===== config.mk =====
export PLATFORM = sky130hd
export DESIGN_NAME = adc_rd_host
export DESIGN_NICKNAME = d
export VERILOG_FILES = /design/src/rtl/adc_rd_pkg.sv /design/src/rtl/adc_rd_sclk_gen.sv /design/src/rtl/adc_rd_capture.sv /design/src/rtl/adc_rd_seq.sv /design/src/rtl/adc_rd_host.sv
export SDC_FILE = /design/constraint.sdc
export NUM_CORES = 1
export LEC_CHECK = 0
export BUFFER_PORTS_ARGS = -buffer_cell sky130_fd_sc_hd__clkbuf_2
export CAP_MARGIN = 5
export CORE_MARGIN = 4
export CORE_UTILIZATION = 25
export CTS_BUF_LIST = sky130_fd_sc_hd__clkbuf_4 sky130_fd_sc_hd__clkbuf_8 sky130_fd_sc_hd__clkbuf_16
export CTS_CLUSTER_SIZE = 14
export DETAILED_ROUTE_END_ITERATION = 10
export HOLD_SLACK_MARGIN = 0.12
export PLACE_DENSITY = 0.4
export SLEW_MARGIN = 20
export SYNTH_ARGS = -nofsm -noshare
export SYNTH_HDL_FRONTEND = slang
export SYNTH_SLANG_ARGS = --single-unit

===== constraint.sdc =====
create_clock -name clk -period 5.4 [get_ports clk]
set_clock_uncertainty 0.15 [all_clocks]
set_input_delay 0.81 -clock clk [delete_from_list [all_inputs] [get_ports clk]]
set_output_delay 0.81 -clock clk [all_outputs]
set_load 0.02 [all_outputs]

===== src/rtl/adc_rd_pkg.sv =====
package adc_rd_pkg;

  typedef enum logic [2:0] {
    S_IDLE  = 3'd0,
    S_CNV   = 3'd1,
    S_WAIT  = 3'd2,
    S_SHIFT = 3'd3,
    S_OUT   = 3'd4
  } seq_state_e;

  function automatic int max2(input int a, input int b);
    return (a > b) ? a : b;
  endfunction

endpackage


===== src/rtl/adc_rd_sclk_gen.sv =====
module adc_rd_sclk_gen #(
  parameter int SCLK_DIV = 2
) (
  input  logic clk,
  input  logic rst_n,
  input  logic en_i,
  output logic sclk_o,
  output logic fall_o,
  output logic rise_o
);

  localparam int CW = (SCLK_DIV > 1) ? $clog2(SCLK_DIV) : 1;

  logic sclk_q;
  logic wrap;

  generate
    if (SCLK_DIV == 1) begin : g_nodiv
      assign wrap = en_i;
    end else begin : g_div
      logic [CW-1:0] cnt_q;
      assign wrap = en_i && (cnt_q == CW'(SCLK_DIV - 1));
      always_ff @(posedge clk or negedge rst_n) begin
        if (!rst_n) begin
          cnt_q <= '0;
        end else if (!en_i || wrap) begin
          cnt_q <= '0;
        end else begin
          cnt_q <= cnt_q + CW'(1);
        end
      end
    end
  endgenerate

  always_ff @(posedge clk or negedge rst_n) begin
    if (!rst_n) begin
      sclk_q <= 1'b1;
    end else if (!en_i) begin
      sclk_q <= 1'b1;
    end else if (wrap) begin
      sclk_q <= ~sclk_q;
    end
  end

  assign sclk_o = sclk_q;
  assign fall_o = wrap && sclk_q;
  assign rise_o = wrap && !sclk_q;

endmodule


===== src/rtl/adc_rd_capture.sv =====
module adc_rd_capture #(
  parameter int DATA_W = 16
) (
  input  logic              clk,
  input  logic              rst_n,
  input  logic              clr_i,
  input  logic              rise_i,
  input  logic              sdo_i,
  output logic [DATA_W-1:0] word_o,
  output logic              last_o
);

  localparam int BW = $clog2(DATA_W + 2);

  logic [BW-1:0]     bit_q;
  logic [DATA_W-1:0] word_q;

  always_ff @(posedge clk or negedge rst_n) begin
    if (!rst_n) begin
      bit_q  <= '0;
      word_q <= '0;
    end else if (clr_i) begin
      bit_q <= '0;
    end else if (rise_i) begin
      if (bit_q < BW'(DATA_W)) begin
        word_q <= {word_q[DATA_W-2:0], sdo_i};
      end
      bit_q <= bit_q + BW'(1);
    end
  end

  assign word_o = word_q;
  assign last_o = rise_i && (bit_q == BW'(DATA_W));

  p_bitcnt_bound_r5: assert property (@(posedge clk) disable iff (!rst_n)
    bit_q <= BW'(DATA_W + 1));

endmodule


===== src/rtl/adc_rd_seq.sv =====
module adc_rd_seq
  import adc_rd_pkg::*;
#(
  parameter int HOLD_CYC = 6,
  parameter int TMO_CYC  = 200
) (
  input  logic clk,
  input  logic rst_n,
  input  logic start_i,
  input  logic sdo_i,
  input  logic last_rise_i,
  input  logic sclk_i,
  input  logic res_ready_i,
  output logic cnv_o,
  output logic busy_wait_o,
  output logic shift_en_o,
  output logic res_valid_o,
  output logic timeout_o
);

  localparam int MAXC = max2(max2(HOLD_CYC, TMO_CYC), 2);
  localparam int TW   = $clog2(MAXC + 1);

  seq_state_e    state_q, state_d;
  logic [TW-1:0] cnt_q, cnt_d;
  logic          cnv_q, wait_q, valid_q, tmo_q;
  logic          tmo_d;

  always_comb begin
    state_d = state_q;
    cnt_d   = cnt_q;
    tmo_d   = 1'b0;
    unique case (state_q)
      S_IDLE: begin
        cnt_d = '0;
        if (start_i) state_d = S_CNV;
      end
      S_CNV: begin
        if (cnt_q == TW'(HOLD_CYC - 1)) begin
          state_d = S_WAIT;
          cnt_d   = '0;
        end else begin
          cnt_d = cnt_q + TW'(1);
        end
      end
      S_WAIT: begin
        if (!sdo_i) begin
          state_d = S_SHIFT;
          cnt_d   = '0;
        end else if (cnt_q == TW'(TMO_CYC - 1)) begin
          state_d = S_IDLE;
          cnt_d   = '0;
          tmo_d   = 1'b1;
        end else begin
          cnt_d = cnt_q + TW'(1);
        end
      end
      S_SHIFT: begin
        if (last_rise_i) state_d = S_OUT;
      end
      S_OUT: begin
        if (res_ready_i) state_d = S_IDLE;
      end
      default: state_d = S_IDLE;
    endcase
  end

  always_ff @(posedge clk or negedge rst_n) begin
    if (!rst_n) begin
      state_q <= S_IDLE;
      cnt_q   <= '0;
      cnv_q   <= 1'b0;
      wait_q  <= 1'b0;
      valid_q <= 1'b0;
      tmo_q   <= 1'b0;
    end else begin
      state_q <= state_d;
      cnt_q   <= cnt_d;
      cnv_q   <= (state_d == S_CNV);
      wait_q  <= (state_d == S_WAIT);
      valid_q <= (state_d == S_OUT);
      tmo_q   <= tmo_d;
    end
  end

  assign cnv_o       = cnv_q;
  assign busy_wait_o = wait_q;
  assign res_valid_o = valid_q;
  assign timeout_o   = tmo_q;
  assign shift_en_o  = (state_q == S_SHIFT);

  p_wait_after_cnv_r3: assert property (@(posedge clk) disable iff (!rst_n)
    $fell(cnv_q) |-> wait_q);

  p_sclk_idle_r4: assert property (@(posedge clk) disable iff (!rst_n)
    (state_q != S_SHIFT) |-> sclk_i);

  p_cnv_quiet_r6: assert property (@(posedge clk) disable iff (!rst_n)
    (shift_en_o || valid_q || wait_q) |-> !cnv_q);

  p_tmo_pulse_r7: assert property (@(posedge clk) disable iff (!rst_n)
    tmo_q |=> !tmo_q);

  p_tmo_novalid_r7: assert property (@(posedge clk) disable iff (!rst_n)
    tmo_q |-> (!valid_q && !wait_q && sclk_i));

endmodule


===== src/rtl/adc_rd_host.sv =====
module adc_rd_host #(
  parameter int DATA_W   = 16,
  parameter int SCLK_DIV = 2,
  parameter int HOLD_CYC = 6,
  parameter int TMO_CYC  = 200
) (
  input  logic              clk,
  input  logic              rst_n,
  input  logic              start_i,
  output logic              cnv_o,
  output logic              sclk_o,
  input  logic              sdo_i,
  output logic              busy_wait_o,
  output logic              timeout_o,
  output logic              res_valid_o,
  input  logic              res_ready_i,
  output logic [DATA_W-1:0] res_data_o
);

  logic shift_en;
  logic sclk_fall;
  logic sclk_rise;
  logic last_rise;

  adc_rd_seq #(
    .HOLD_CYC(HOLD_CYC),
    .TMO_CYC (TMO_CYC)
  ) u_seq (
    .clk        (clk),
    .rst_n      (rst_n),
    .start_i    (start_i),
    .sdo_i      (sdo_i),
    .last_rise_i(last_rise),
    .sclk_i     (sclk_o),
    .res_ready_i(res_ready_i),
    .cnv_o      (cnv_o),
    .busy_wait_o(busy_wait_o),
    .shift_en_o (shift_en),
    .res_valid_o(res_valid_o),
    .timeout_o  (timeout_o)
  );

  adc_rd_sclk_gen #(
    .SCLK_DIV(SCLK_DIV)
  ) u_sclk (
    .clk   (clk),
    .rst_n (rst_n),
    .en_i  (shift_en),
    .sclk_o(sclk_o),
    .fall_o(sclk_fall),
    .rise_o(sclk_rise)
  );

  adc_rd_capture #(
    .DATA_W(DATA_W)
  ) u_cap (
    .clk   (clk),
    .rst_n (rst_n),
    .clr_i (!shift_en),
    .rise_i(sclk_rise),
    .sdo_i (sdo_i),
    .word_o(res_data_o),
    .last_o(last_rise)
  );

  p_hold_data_r6: assert property (@(posedge clk) disable iff (!rst_n)
    (res_valid_o && !res_ready_i) |=> (res_valid_o && $stable(res_data_o)));

  p_valid_drop_r6: assert property (@(posedge clk) disable iff (!rst_n)
    (res_valid_o && res_ready_i) |=> !res_valid_o);

  p_fall_in_shift_r4: assert property (@(posedge clk) disable iff (!rst_n)
    sclk_fall |-> (shift_en && !cnv_o));

endmodule


# Word-level counts from Yosys, hierarchy flattened

Cells that the tools add are included.

Bits in registers: 38
Bits in latches: 0
Memory bits (writable): 0
ROM bits: 0
Bits of input ports: 5
Output and inout port bits: 21
Logic and storage cells: 55
Memories: 0

Add/subtract/negate cells: 3
$mul: 0
Div/mod/pow operators: 0
Order comparisons: 1
Equality and inequality tests: 12
Shifts and indexed selects: 0
Muxes and demuxes: 19
Bitwise logic cells: 1
Reduce and logical (&&, ||, !) cells: 9

Operators with widths:

| operator              | number |
|---|---|
| $mux W8               | 3 |
| $pmux W8 S3           | 1 |
| $mux W3               | 6 |
| $pmux W3 S5           | 1 |
| $mux W5               | 2 |
| $eq A3 B2 Y1 const B  | 3 |
| $add A8 B1 Y8 const B | 1 |
| $eq A8 B3 Y1 const B  | 1 |
| $eq A8 B8 Y1 const B  | 1 |
| $eq A3 B1 Y1 const B  | 2 |
| $eq A3 B3 Y1 const B  | 2 |
| $mux W1               | 6 |
| $add A5 B1 Y5 const B | 1 |
| $eq A5 B5 Y1 const B  | 1 |
| $lt A5 B5 Y1 const B  | 1 |
| $logic_and A1 B1 Y1   | 3 |
| $logic_not A3 Y1      | 1 |
| $reduce_and A3 Y1     | 1 |
| $reduce_bool A3 Y1    | 1 |
| $logic_not A1 Y1      | 2 |
| $ne A2 B1 Y1 const B  | 1 |
| $ne A2 B2 Y1 const B  | 1 |
| $add A1 B1 Y1 const B | 1 |
| $logic_or A1 B1 Y1    | 1 |
| $not A1 Y1            | 1 |

# Depth between registers and ports, before layout

Gate-level depths: netlist of the first run.

Word-level depth: 7
Depth in mapped cells: 8
Depth with buffers taken out: 6

# Modules after synthesis

A second synthesis of the first run with hierarchy kept.

Cell total of the unflattened synthesis: 156
Area, all modules: 1900.6 um2

Modules (own cells, without submodules):

| module          | times used | cells an instance | area an instance (um2) | seq. area each (um2) |
|---|---|---|---|---|
| adc_rd_capture  | 1          | 62                | 954.7                  | 525.5 |
| adc_rd_seq      | 1          | 85                | 854.6                  | 375.4 |
| adc_rd_sclk_gen | 1          | 8                 | 87.6                   | 51.3 |
| adc_rd_host     | 1          | 1                 | 3.8                    | 0.0 |

# Least setup slack after synthesis of the first run

No wires, ideal clock.

Path type: flip-flop to flip-flop
Start point: reg u_seq.state_q[2]
End point: reg u_cap.word_q[10], in the netlist u_cap.word_o[10]
Library setup time: 125 ps
Data arrival time: 1914 ps
Data required time: 5125 ps
Setup slack: 3210 ps
Stages on the path, launching flop included: 8
Path buffers: 4
Clock period less this slack: 2190 ps
Cell sequence: dfrtp_1 -> clkbuf_1 -> or3_4 -> buf_6 -> or3b_1 -> buf_6 -> buf_12 -> mux2_4

Longest elaborated chain between the ends: 4

Ends and longest elaborated chain:

| element                         | line                  | source |
|---|---|---|
| start: declaration              | adc_rd_seq.sv:24      | `seq_state_e state_q, state_d;` |
| start signal: assignment        | adc_rd_seq.sv:77      | `state_q <= state_d;` |
| $eq A3 B2 Y1 (*)                | adc_rd_seq.sv:90      | `assign shift_en_o = (state_q == S_SHIFT);` |
| $logic_and A1 B1 Y1             | adc_rd_sclk_gen.sv:22 | `assign wrap = en_i && (cnt_q == CW'(SCLK_DIV - 1));` |
| $logic_and A1 B1 Y1             | adc_rd_sclk_gen.sv:47 | `assign rise_o = wrap && !sclk_q;` |
| $reduce_and A3 Y1 (no line) (*) | n/a                   |  |
| end signal: assignment          | adc_rd_capture.sv:26  | `word_q <= {word_q[DATA_W-2:0], sdo_i};` |
| end: declaration                | adc_rd_capture.sv:16  | `logic [DATA_W-1:0] word_q;` |

Every way passes the cells marked *; elsewhere a longest branch is shown, timed or not.
A chain may end at the register's enable or synchronous reset.

# Worst setup path after layout of the first run

Start point: reg u_seq.state_q[0]
End point: reg u_cap.word_q[14], in the netlist u_cap.word_o[14]

The elaborated chain is that of the path after synthesis.

==> reports/results.tsv, run 1 <==
stage	metric	value	unit
timing	final hold vios	0	
setup_path	cells along the critical path	inv_1 > or3_4 > or3b_1 > mux2_4	
drt	Initial DRT Pass Iterations	4	
grt	gr usage total	9.27	%
timing	final hold slack	0.313	ns
synth	Yosys top cell by area	dfrtp_1	
setup_path	critical path capture point type	register	
grt	met1 Usage GRT	12.3	%
status	status	finished, final reports clean	
finish	Design Area, Final	2160	sq um
synth	Mapped Cells	159	
grt	first-pass GRT wire length	6.45	mm
setup_path	crit path buf inv count	1	
clocking	CTS tree	built	
clocking	Clock Tree Buf Depth	2	
timing	final setup vio count	0	
clocking	hold bufs inserted after CTS	0	
setup_path	Largest stage delay, worst path	0.75	ns
synth	top-count cell post-synth	dfrtp_1	
synth	share of the synthesized area in the top cell type	50.3	%
setup_path	kind of critical path	reg -> reg	
finish	final core utilization	29.9	%
clocking	clock sinks	38	
setup_path	Required @ worst endpoint	5.42	ns
clocking	clock latency on the worst-skew pair	0.29	ns
setup_path	slowest CP cell	or3b_1	
placement	pre-CTS setup slack	2.84	ns
finish	Fillers	767	
synth	sequential share of the synthesized area	51.7	%
drt	Iter 0 DRT Violations	78	
timing	f_max	0.388	GHz
synth	number of synthesized flops with an enable pin	0	
drt	Post-route DRC	0	
placement	placer congestion estimate	0.791	
grt	pin count of the biggest net entering global routing	39	
synth	Net Count, Synth	168	
placement	cell total after placement	275	
clocking	Clock Tree Root	clkbuf_8	
synth	Synth warnings	0	
timing	fin crit period	2.58	ns
grt	initial antenna violation count	0	
die	number of placement rows	31	
timing	RSZ-0062 raised after global routing	false	
die	top-level I/O count	26	
power	Leak	1.03	nW
synth	synth top area cells	dfrtp_1 50%, mux2_4 8.2%, mux2_2 3.7%	
setup_path	CP startpoint kind	register	
clocking	clock-pin slew on the worst setup and hold paths	0.08	ns
finish	Final #Nets	192	
finish	area delta synth->final	17.3	%
grt	routing usage on met3	3.13	%
timing	setup TNS	0	ns
placement	detailed placer's ending HPWL	2.54	mm
grt	vias in the first global route	1315	
synth	Post-Syn Area	1840	sq um
synth	Synth top cells by count	37 x dfrtp_1, 14 x nor2_1, 11 x nand2_1	
power	Max VDD drop	0.000228	V
grt	GR Util met2	13.9	%
timing	Max Slew Vio Count	0	
die	Initial Utilization	25.5	%
drt	DR WL/cell	12.7	um
die	Die Ht	93.8	um
clocking	CTS buffer count	5	
die	Core Area	7210	sq um
placement	DP Area	2020	sq um
timing	slew at the pin with the worst max-slew slack	0.869	ns
setup_path	worst-path fanout max	16	
drt	DRT antenna net count	0	
drt	vias	1258	
synth	library cells used by synthesis	42	
drt	WL final	3.60	mm
die	Die ar.	8800	sq um
synth	async set-or-reset flop fraction in the synthesized netlist	100	%
setup_path	WP data arrival	2.60	ns
synth	Avg Inst Size Synth	11.6	sq um
drt	via/cell ratio	4.45	
timing	setup ws final	2.82	ns
timing	max_slew headroom	42.1	%
clocking	Setup Fix Bufs, Post-CTS	0	
setup_path	CP top delay family	simple AND/OR/NAND/NOR gates	
timing	fin crit share	47.7	%
finish	Non-Filler Instances	283	
finish	share of layout cells above drive strength 1	30.4	%
finish	# diodes	0	
grt	remaining global-route overflow	0	
power	Power Total	0.981	mW
die	Die Wd	93.8	um
power	pwr dens	454	nW/um^2
placement	IO Port Bufs	25	
grt	GR peak layer	met2	
synth	ys flop type	dfrtp_1	
clocking	Post-CTS Resized	0	
clocking	H-Tree Depth	2	
min_path	type of the tightest min-delay check	reg -> reg	
run	Max-Cap Viols	0	
synth	Synth Register Bits	38	
-- area by class of cell --
cell class | count | area, sq um | share of cell area [%]
Clock buffer | 5 | 68.8 | 3.19
Timing Repair Buffer | 25 | 125 | 5.79
Tap cell | 99 | 124 | 5.74
Sequential cell | 38 | 952 | 44.1
Inverter | 6 | 25.0 | 1.16
Clock inverter | 3 | 68.8 | 3.19
Multi-Input combinational cell | 107 | 796 | 36.8
-- worst paths after layout --
check | startpoint | to | slack (ns) | cells past startpoint
setup / recovery | u_seq.state_q[0]$_DFF_PN0_ | u_cap.word_o[14]$_DFFE_PN0P_ | 2.82 | 4
hold / removal | u_sclk.g_div.cnt_q$_DFF_PN0_ | u_sclk.g_div.cnt_q$_DFF_PN0_ | 0.31 | 1
setup reg to reg | u_seq.state_q[0]$_DFF_PN0_ | u_cap.word_o[14]$_DFFE_PN0P_ | 2.82 | 4
hold reg to reg | u_sclk.g_div.cnt_q$_DFF_PN0_ | u_sclk.g_div.cnt_q$_DFF_PN0_ | 0.31 | 1
max in group asynchronous | rst_n | u_seq.cnt_q[4]$_DFFE_PN0P_ | 4.08 | 1
min in group asynchronous | rst_n | u_cap.word_o[7]$_DFFE_PN0P_ | 0.48 | 1
-- sequential cells by signal, summed over array words and instances (netlist names) --
name and cells:
u_cap.word_o 16, u_seq.cnt_q 8, u_cap.bit_q 5, u_seq.state_q 3, u_sclk.g_div.cnt_q 1, u_sclk.sclk_o 1, u_seq.busy_wait_o 1, u_seq.cnv_o 1
u_seq.res_valid_o 1, u_seq.timeout_o 1
-- layer usage --
metal | share of wire [%] | wire length (um)
met1 | 48 | 1740
met2 | 44 | 1570
met3 | 6.4 | 232
met4 | 1.6 | 57
met5 | 0 | 0
-- layout by cell type, fill, tap and decap left out, types with 3 or more instances in the layout --
| master | n |
|---|---|
| a21oi_1 | 6 |
| xor2_1 | 3 |
| dfrtp_1 | 37 |
| ha_1 | 4 |
| nand2b_1 | 3 |
| mux2_2 | 6 |
| clkbuf_2 | 24 |
| o22ai_1 | 5 |
| nand4_1 | 5 |
| inv_1 | 5 |
| nor2_1 | 14 |
| and3_1 | 3 |
| clkbuf_8 | 5 |
| mux2_4 | 10 |
| nand2_1 | 11 |
| o21ai_0 | 5 |
-- where the power goes --
| group | internal [mW] | switching (mW) | leakage, nW |
|---|---|---|---|
| clock network | 0.185 | 0.105 | 0.0683 |
| registers | 0.339 | 0.0706 | 0.511 |
| logic | 0.119 | 0.162 | 0.456 |
-- cell families after synthesis --
kind of cell,count (synthesis),synth area share (%)
flops,38,51.7
mux,16,11.8
compound gates,27,9.85
xor+xnor,5,2.38
buf+inv,14,5.10
fa+ha+maj,4,2.72
simple gates,55,16.4
Power figures use the tool's default switching activity.
==> run 2, diff against run 1 <==
==> constraint.sdc (replaced) <==
create_clock -name clk -period 2.46 [get_ports clk]
set_clock_uncertainty 0.15 [all_clocks]
set_input_delay 0.369 -clock clk [delete_from_list [all_inputs] [get_ports clk]]
set_output_delay 0.369 -clock clk [all_outputs]
set_load 0.02 [all_outputs]
==> run 2 against run 1 <==
  * Largest power group unchanged
  * Maximum frequency is 16% higher
  * Core utilization increased by 0.66 points
  * Via count up 0.56%
  * Critical endpoint unchanged
  * Critical path depth increased by 1
  * Highest routed layer unchanged
  * Combinational power up 130%
  * Cell area rose by 2.2%
  * Flip-flop and latch count did not move
  * Final cell count is 2.1% higher
  * Non-clock buffer count increased by 6
  * Routed wire length increased by 1.6%
==> reports/results.tsv, run 2 (synthesized netlist as in run 1, its figures left out) <==
stage	metric	value	unit	change
grt	gr usage total	9.22	%	-0.049 points
die	number of placement rows	31		unchanged
clocking	Setup Fix Bufs, Post-CTS	0		unchanged
power	Leak	1.06	nW	+2.7%
placement	IO Port Bufs	25		unchanged
placement	DP Area	2060	sq um	+1.9%
die	Die Wd	93.8	um	unchanged
grt	first-pass GRT wire length	6.31	mm	-2.2%
grt	initial antenna violation count	0		unchanged
setup_path	FF-to-FF Start	u_seq.state_q[1]$_DFF_PN0_		
finish	area delta synth->final	19.8	%	
setup_path	R2R Path End	u_cap.word_o[14]$_DFFE_PN0P_		
finish	# diodes	0		unchanged
die	Core Area	7210	sq um	unchanged
grt	remaining global-route overflow	0		unchanged
timing	RSZ-0062 raised after global routing	false		
min_path	HP Start	start_i		
min_path	type of the tightest min-delay check	in -> reg		
placement	placer congestion estimate	0.793		+0.21%
drt	Iter 0 DRT Violations	23		-71%
die	Die ar.	8800	sq um	unchanged
finish	share of layout cells above drive strength 1	32.1	%	+1.7 points
timing	f_max	0.450	GHz	+16%
setup_path	cell depth of the worst setup path	5		+1
timing	fin crit share	90.3	%	+43 points
finish	most frequent cells in the layout	37 x dfrtp_1, 25 x clkbuf_2, 14 x nor2_1		
power	Max VDD drop	0.000345	V	+51%
drt	WL final	3.66	mm	+1.6%
setup_path	cells along the critical path	inv_4 > or3_4 > or3b_1 > buf_4 > mux2_4		
die	top-level I/O count	26		unchanged
run	Max-Cap Viols	0		unchanged
status	status	finished, final reports clean		
clocking	Post-CTS Resized	0		unchanged
drt	DR WL/cell	12.6	um	-0.55%
setup_path	crit path buf inv count	2		+1
finish	Design Area, Final	2210	sq um	+2.2%
grt	pin count of the biggest net entering global routing	20		-49%
drt	DRT antenna net count	0		unchanged
setup_path	critical path capture point type	register		
clocking	clock sinks	38		unchanged
drt	via/cell ratio	4.38		-1.5%
finish	Final #Nets	198		+3.1%
clocking	clock-pin slew on the worst setup and hold paths	0.08	ns	about the same
clocking	H-Tree Depth	2		unchanged
clocking	CTS tree	built		
setup_path	Setup crit end	u_cap.word_o[14]$_DFFE_PN0P_		
timing	fin crit period	2.22	ns	-0.355 ns
timing	final setup vio count	0		unchanged
setup_path	Reg2Reg Depth	5		+1
clocking	CTS buffer count	5		unchanged
setup_path	R2R Setup Slk	0.24	ns	-2.58 ns
clocking	hold bufs inserted after CTS	1		+1
clocking	clock latency on the worst-skew pair	0.29	ns	about the same
setup_path	CP startpoint	u_seq.state_q[1]$_DFF_PN0_		
die	Initial Utilization	25.5	%	unchanged
timing	slew at the pin with the worst max-slew slack	0.571	ns	-0.298 ns
setup_path	slowest CP cell	dfrtp_1		
power	Power Total	2.18	mW	+120%
timing	final hold vios	0		unchanged
timing	setup TNS	0	ns	unchanged
finish	most common library cell in the layout ignoring fill and taps	dfrtp_1		
setup_path	Required @ worst endpoint	2.48	ns	-2.94 ns
drt	Post-route DRC	0		unchanged
finish	Largest register FFs	16		unchanged
timing	max_slew headroom	61.0	%	+19 points
drt	vias	1265		+0.56%
clocking	Clock Tree Buf Depth	2		unchanged
timing	Max Slew Vio Count	0		unchanged
clocking	Clock Tree Root	clkbuf_8		
setup_path	worst-path fanout max	16		unchanged
setup_path	Largest stage delay, worst path	0.52	ns	-0.23 ns
placement	detailed placer's ending HPWL	2.70	mm	+6.0%
power	pwr dens	989	nW/um^2	+120%
drt	Initial DRT Pass Iterations	4		unchanged
setup_path	WP data arrival	2.24	ns	-0.36 ns
setup_path	CP top delay family	simple AND/OR/NAND/NOR gates		
die	Die Ht	93.8	um	unchanged
setup_path	kind of critical path	reg -> reg		
setup_path	CP startpoint kind	register		
grt	vias in the first global route	1288		-2.1%
-- run 2: changes by cell type in the layout (fill, tap and decap cells not counted) --
cell / delta
buf_2: -1
dlygate4sd3_1: +1
buf_4: +5
clkbuf_2: +1
-- run 2: cell type report --
cell class / count / area (sq um)
inverters: 6 / 25.0
fillers: 753 / 5010
multi-input cells: 107 / 796
well taps: 99 / 124
flip-flops and latches: 38 / 952
clock buffers: 5 / 68.8
clock inverters: 3 / 68.8
repair buffers: 31 / 173
-- run 2: per-layer routing --
metal	share of wire, %	GRT usage (%)	wire length (um)	vias to the layer above
met2	42	12.8	1520	31
met5	0	0	0	-
met1	50	12.7	1820	608
met4	1.6	3.61	59	0
met3	7.0	3.69	257	5
li1	-	-	-	621
-- run 2: worst min-delay path by stage --
stage | to | slack [ns] | cells after the start
2_1_floorplan | u_cap.bit_q[0]$_DFFE_PN0P_ | -0.08 | 0
3_3_place_gp | u_cap.word_o[6]$_DFFE_PN0P_ | 0.21 | 2
3_5_place_dp | u_cap.word_o[7]$_DFFE_PN0P_ | 0.21 | 2
4_1_cts | u_seq.cnv_o$_DFF_PN0_ | 0.21 | 3
5_1_grt | u_cap.word_o[0]$_DFFE_PN0P_ | 0.21 | 2
6_report | u_seq.cnv_o$_DFF_PN0_ | 0.22 | 3
-- run 2: power breakdown --
group	internal (mW)	leakage (nW)	switching, mW
sequential	0.744	0.511	0.142
combinational	0.283	0.484	0.375
clock	0.406	0.0683	0.233
-- run 2: metrics by stage --
stage                     util (%)  hold WS (ns)  std cells  setup slack (ns)
after floorplan                  -       -0.0766        159             0.270
after global placement        28.5         0.215        280             0.273
after detailed placement      28.5         0.215        280             0.259
after CTS                     30.6         0.207        289             0.239
after global routing          30.6         0.213        289             0.128
final                         30.6         0.215        289             0.238
-- run 2: worst register-to-register path: cells and delay by family, from the launching register on --
kind                   cells  cell delay (ns)
buffers and inverters      2             0.29
DFF                        1             0.52
muxes                      1             0.32
and+or+nand+nor            2             0.83
==> run 3, diff against run 2 <==
--- a/config.mk
+++ b/config.mk
@@ -9,11 +9,11 @@
 export CAP_MARGIN = 5
 export CORE_MARGIN = 4
 export CORE_UTILIZATION = 25
-export CTS_BUF_LIST = sky130_fd_sc_hd__clkbuf_4 sky130_fd_sc_hd__clkbuf_8 sky130_fd_sc_hd__clkbuf_16
+export CTS_BUF_LIST = sky130_fd_sc_hd__clkbuf_16
 export CTS_CLUSTER_SIZE = 14
 export DETAILED_ROUTE_END_ITERATION = 10
 export HOLD_SLACK_MARGIN = 0.12
-export PLACE_DENSITY = 0.4
+export PLACE_DENSITY_LB_ADDON = 0.1
 export SLEW_MARGIN = 20
 export SYNTH_ARGS = -nofsm -noshare
 export SYNTH_HDL_FRONTEND = slang
==> run 3 against run 2 <==
  * Maximum frequency is 0.84% lower
  * Clock-buffer cell count stayed put
  * Cell area is 1.1% higher
  * Via count is 1.2% higher
  * Worst setup slack worse by 0.019 ns
  * Clock power is 14% higher
  * Critical path depth stayed put
  * Critical endpoint is now u_cap.word_o[15]$_DFFE_PN0P_
  * Largest cell class unchanged
==> reports/results.tsv, run 3 (synthesized netlist as in run 1, its figures left out) <==
stage	metric	value	unit	change
die	top-level I/O count	26		unchanged
clocking	clock sinks	38		unchanged
power	Power Total	2.28	mW	+4.4%
finish	Final #Nets	197		-0.51%
timing	f_max	0.446	GHz	-0.84%
min_path	HP Start	start_i		
die	number of placement rows	31		unchanged
clocking	CTS buffer count	5		unchanged
min_path	Cells on Worst Hold Path	3		unchanged
drt	Iter 0 DRT Violations	20		-13%
power	Reg power frac	39.2	%	-1.4 points
drt	DRT antenna net count	0		unchanged
clocking	hold bufs inserted after CTS	1		unchanged
timing	Max Slew Vio Count	0		unchanged
power	Leak	1.07	nW	+0.27%
finish	Largest register FFs	16		unchanged
drt	DR WL/cell	12.5	um	-0.81%
run	Max-Cap Viols	0		unchanged
setup_path	kind of critical path	reg -> reg		
min_path	type of the tightest min-delay check	in -> reg		
setup_path	WP data arrival	2.25	ns	about the same
die	Core Area	7210	sq um	unchanged
timing	setup TNS	0	ns	unchanged
die	Die ar.	8800	sq um	unchanged
setup_path	slowest CP cell	dfrtp_1		
setup_path	Required @ worst endpoint	2.47	ns	about the same
placement	placer congestion estimate	0.722		-8.9%
timing	slew at the pin with the worst max-slew slack	0.576	ns	+0.00507 ns
clocking	clock-pin slew on the worst setup and hold paths	0.06	ns	-0.02 ns
power	Pint	1.50	mW	+5.0%
setup_path	CP top delay family	simple AND/OR/NAND/NOR gates		
timing	fin crit period	2.24	ns	+0.0189 ns
grt	pin count of the biggest net entering global routing	39		+95%
power	sw frac	34.0	%	-0.40 points
status	status	finished, final reports clean		
drt	Post-route DRC	0		unchanged
finish	share of layout cells above drive strength 1	31.7	%	-0.36 points
drt	via/cell ratio	4.44		+1.5%
finish	final core utilization	30.9	%	+0.35 points
drt	vias	1280		+1.2%
placement	detailed placer's ending HPWL	2.58	mm	-4.5%
finish	Non-Filler Instances	288		-0.35%
clocking	CTS tree	built		
setup_path	worst-path fanout max	16		unchanged
setup_path	FF-to-FF Start	u_seq.state_q[0]$_DFF_PN0_		
clocking	Post-CTS Resized	0		unchanged
power	Comb power frac	28.8	%	-1.3 points
placement	IO Port Bufs	25		unchanged
grt	gr usage total	9.52	%	+0.30 points
power	pwr dens	1020	nW/um^2	+3.2%
clocking	clock latency on the worst-skew pair	0.28	ns	about the same
clocking	H-Tree Depth	2		unchanged
finish	# diodes	0		unchanged
setup_path	R2R Path End	u_cap.word_o[15]$_DFFE_PN0P_		
timing	max_slew headroom	61.5	%	+0.57 points
grt	initial antenna violation count	0		unchanged
clocking	Clock Tree Root	clkbuf_16		
setup_path	Reg2Reg Depth	5		unchanged
setup_path	CP startpoint kind	register		
setup_path	crit path buf inv count	2		unchanged
drt	Initial DRT Pass Iterations	4		unchanged
setup_path	Largest stage delay, worst path	0.47	ns	-0.05 ns
power	Max VDD drop	0.000385	V	+12%
min_path	Hold EP	u_seq.cnv_o$_DFF_PN0_		
placement	cell total after placement	279		-0.36%
power	Clock power frac	32.0	%	+2.7 points
die	Initial Utilization	25.5	%	unchanged
clocking	Clock Tree Buf Depth	2		unchanged
power	switching power	0.774	mW	+3.2%
grt	vias in the first global route	1379		+7.1%
timing	final setup vio count	0		unchanged
grt	remaining global-route overflow	0		unchanged
placement	pre-CTS setup slack	0.237	ns	-0.0218 ns
setup_path	R2R Setup Slk	0.22	ns	-0.02 ns
finish	area delta synth->final	21.2	%	
clocking	Setup Fix Bufs, Post-CTS	0		unchanged
timing	fin crit share	91.1	%	+0.77 points
finish	most frequent cells in the layout	37 x dfrtp_1, 25 x clkbuf_2, 14 x nor2_1		
grt	first-pass GRT wire length	6.62	mm	+5.0%
timing	RSZ-0062 raised after global routing	false		
drt	WL final	3.61	mm	-1.1%
setup_path	critical path capture point type	register		
timing	setup ws final	0.219	ns	-0.0189 ns
die	Die Wd	93.8	um	unchanged
finish	most common library cell in the layout ignoring fill and taps	dfrtp_1		
timing	final hold vios	0		unchanged
setup_path	cells along the critical path	inv_1 > or3_4 > or3b_1 > buf_4 > mux2_4		
die	Die Ht	93.8	um	unchanged
[run 3: cell types whose count changed in the layout (fill, tap and decap cells not counted)]
| cell | before | now |
|---|---|---|
| clkinv_4 | 1 | 0 |
| bufinv_16 | 2 | 1 |
| clkinvlp_4 | 0 | 2 |
| clkbuf_16 | 0 | 5 |
| clkbuf_8 | 5 | 0 |
| buf_4 | 5 | 4 |
[run 3: cell type report]
type / count / area, sq um
repair buffers: 30 / 165
clock inverters: 3 / 45.0
multi-input cells: 107 / 796
flip-flops and latches: 38 / 952
clock buffers: 5 / 125
well taps: 99 / 124
fillers: 779 / 4980
inverters: 6 / 25.0
[run 3: worst max-delay path by stage]
| stage | cells after the start | to | start | slack, ns |
|---|---|---|---|---|
| global placement | 5 | u_cap.word_o[15]$_DFFE_PN0P_ | u_seq.state_q[0]$_DFF_PN0_ | 0.27 |
| CTS | 5 | u_cap.word_o[13]$_DFFE_PN0P_ | u_seq.state_q[0]$_DFF_PN0_ | 0.22 |
| floorplan | 7 | u_cap.word_o[10]$_DFFE_PN0P_ | u_seq.state_q[2]$_DFF_PN0_ | 0.27 |
| detailed placement | 5 | u_cap.word_o[13]$_DFFE_PN0P_ | u_seq.state_q[0]$_DFF_PN0_ | 0.24 |
| finish | 5 | u_cap.word_o[15]$_DFFE_PN0P_ | u_seq.state_q[0]$_DFF_PN0_ | 0.22 |
| global route | 5 | u_cap.word_o[13]$_DFFE_PN0P_ | u_seq.state_q[0]$_DFF_PN0_ | 0.10 |
[run 3: power by group through the flow]
| stage | clock [mW] | sequential [mW] | combinational (mW) |
|---|---|---|---|
| 2_1_floorplan | 0 | 0.890 | 0.504 |
| 3_3_place_gp | 0 | 0.899 | 0.667 |
| 3_5_place_dp | 0 | 0.901 | 0.662 |
| 4_1_cts | 0.756 | 0.894 | 0.669 |
| 5_1_grt | 0.783 | 0.917 | 0.747 |
| 6_report | 0.730 | 0.893 | 0.656 |
[run 3: tightest hold or removal path: cells and delay by family]
| family | cells | cell delay (ns) |
|---|---|---|
| buffers and inverters | 1 | 0.08 |
| AND/OR/NAND/NOR | 1 | 0.07 |
| AO/OA/AOI/OAI | 1 | 0.07 |
[run 3: routing by layer]
metal / global-route usage (%) / wire length [um] / up-vias
met5: 0 / 0 / -
met4: 4.81 / 72 / 0
met3: 2.72 / 207 / 7
met2: 14.4 / 1590 / 32
met1: 12.3 / 1740 / 621
li1: - / - / 620
[run 3: metrics by stage]
stage	hold WS, ns	area (sq um)
finish	0.208	2230
floorplan	-0.0766	1840
global route	0.258	2230
CTS	0.210	2230
detailed placement	0.298	2050
global placement	0.293	2050
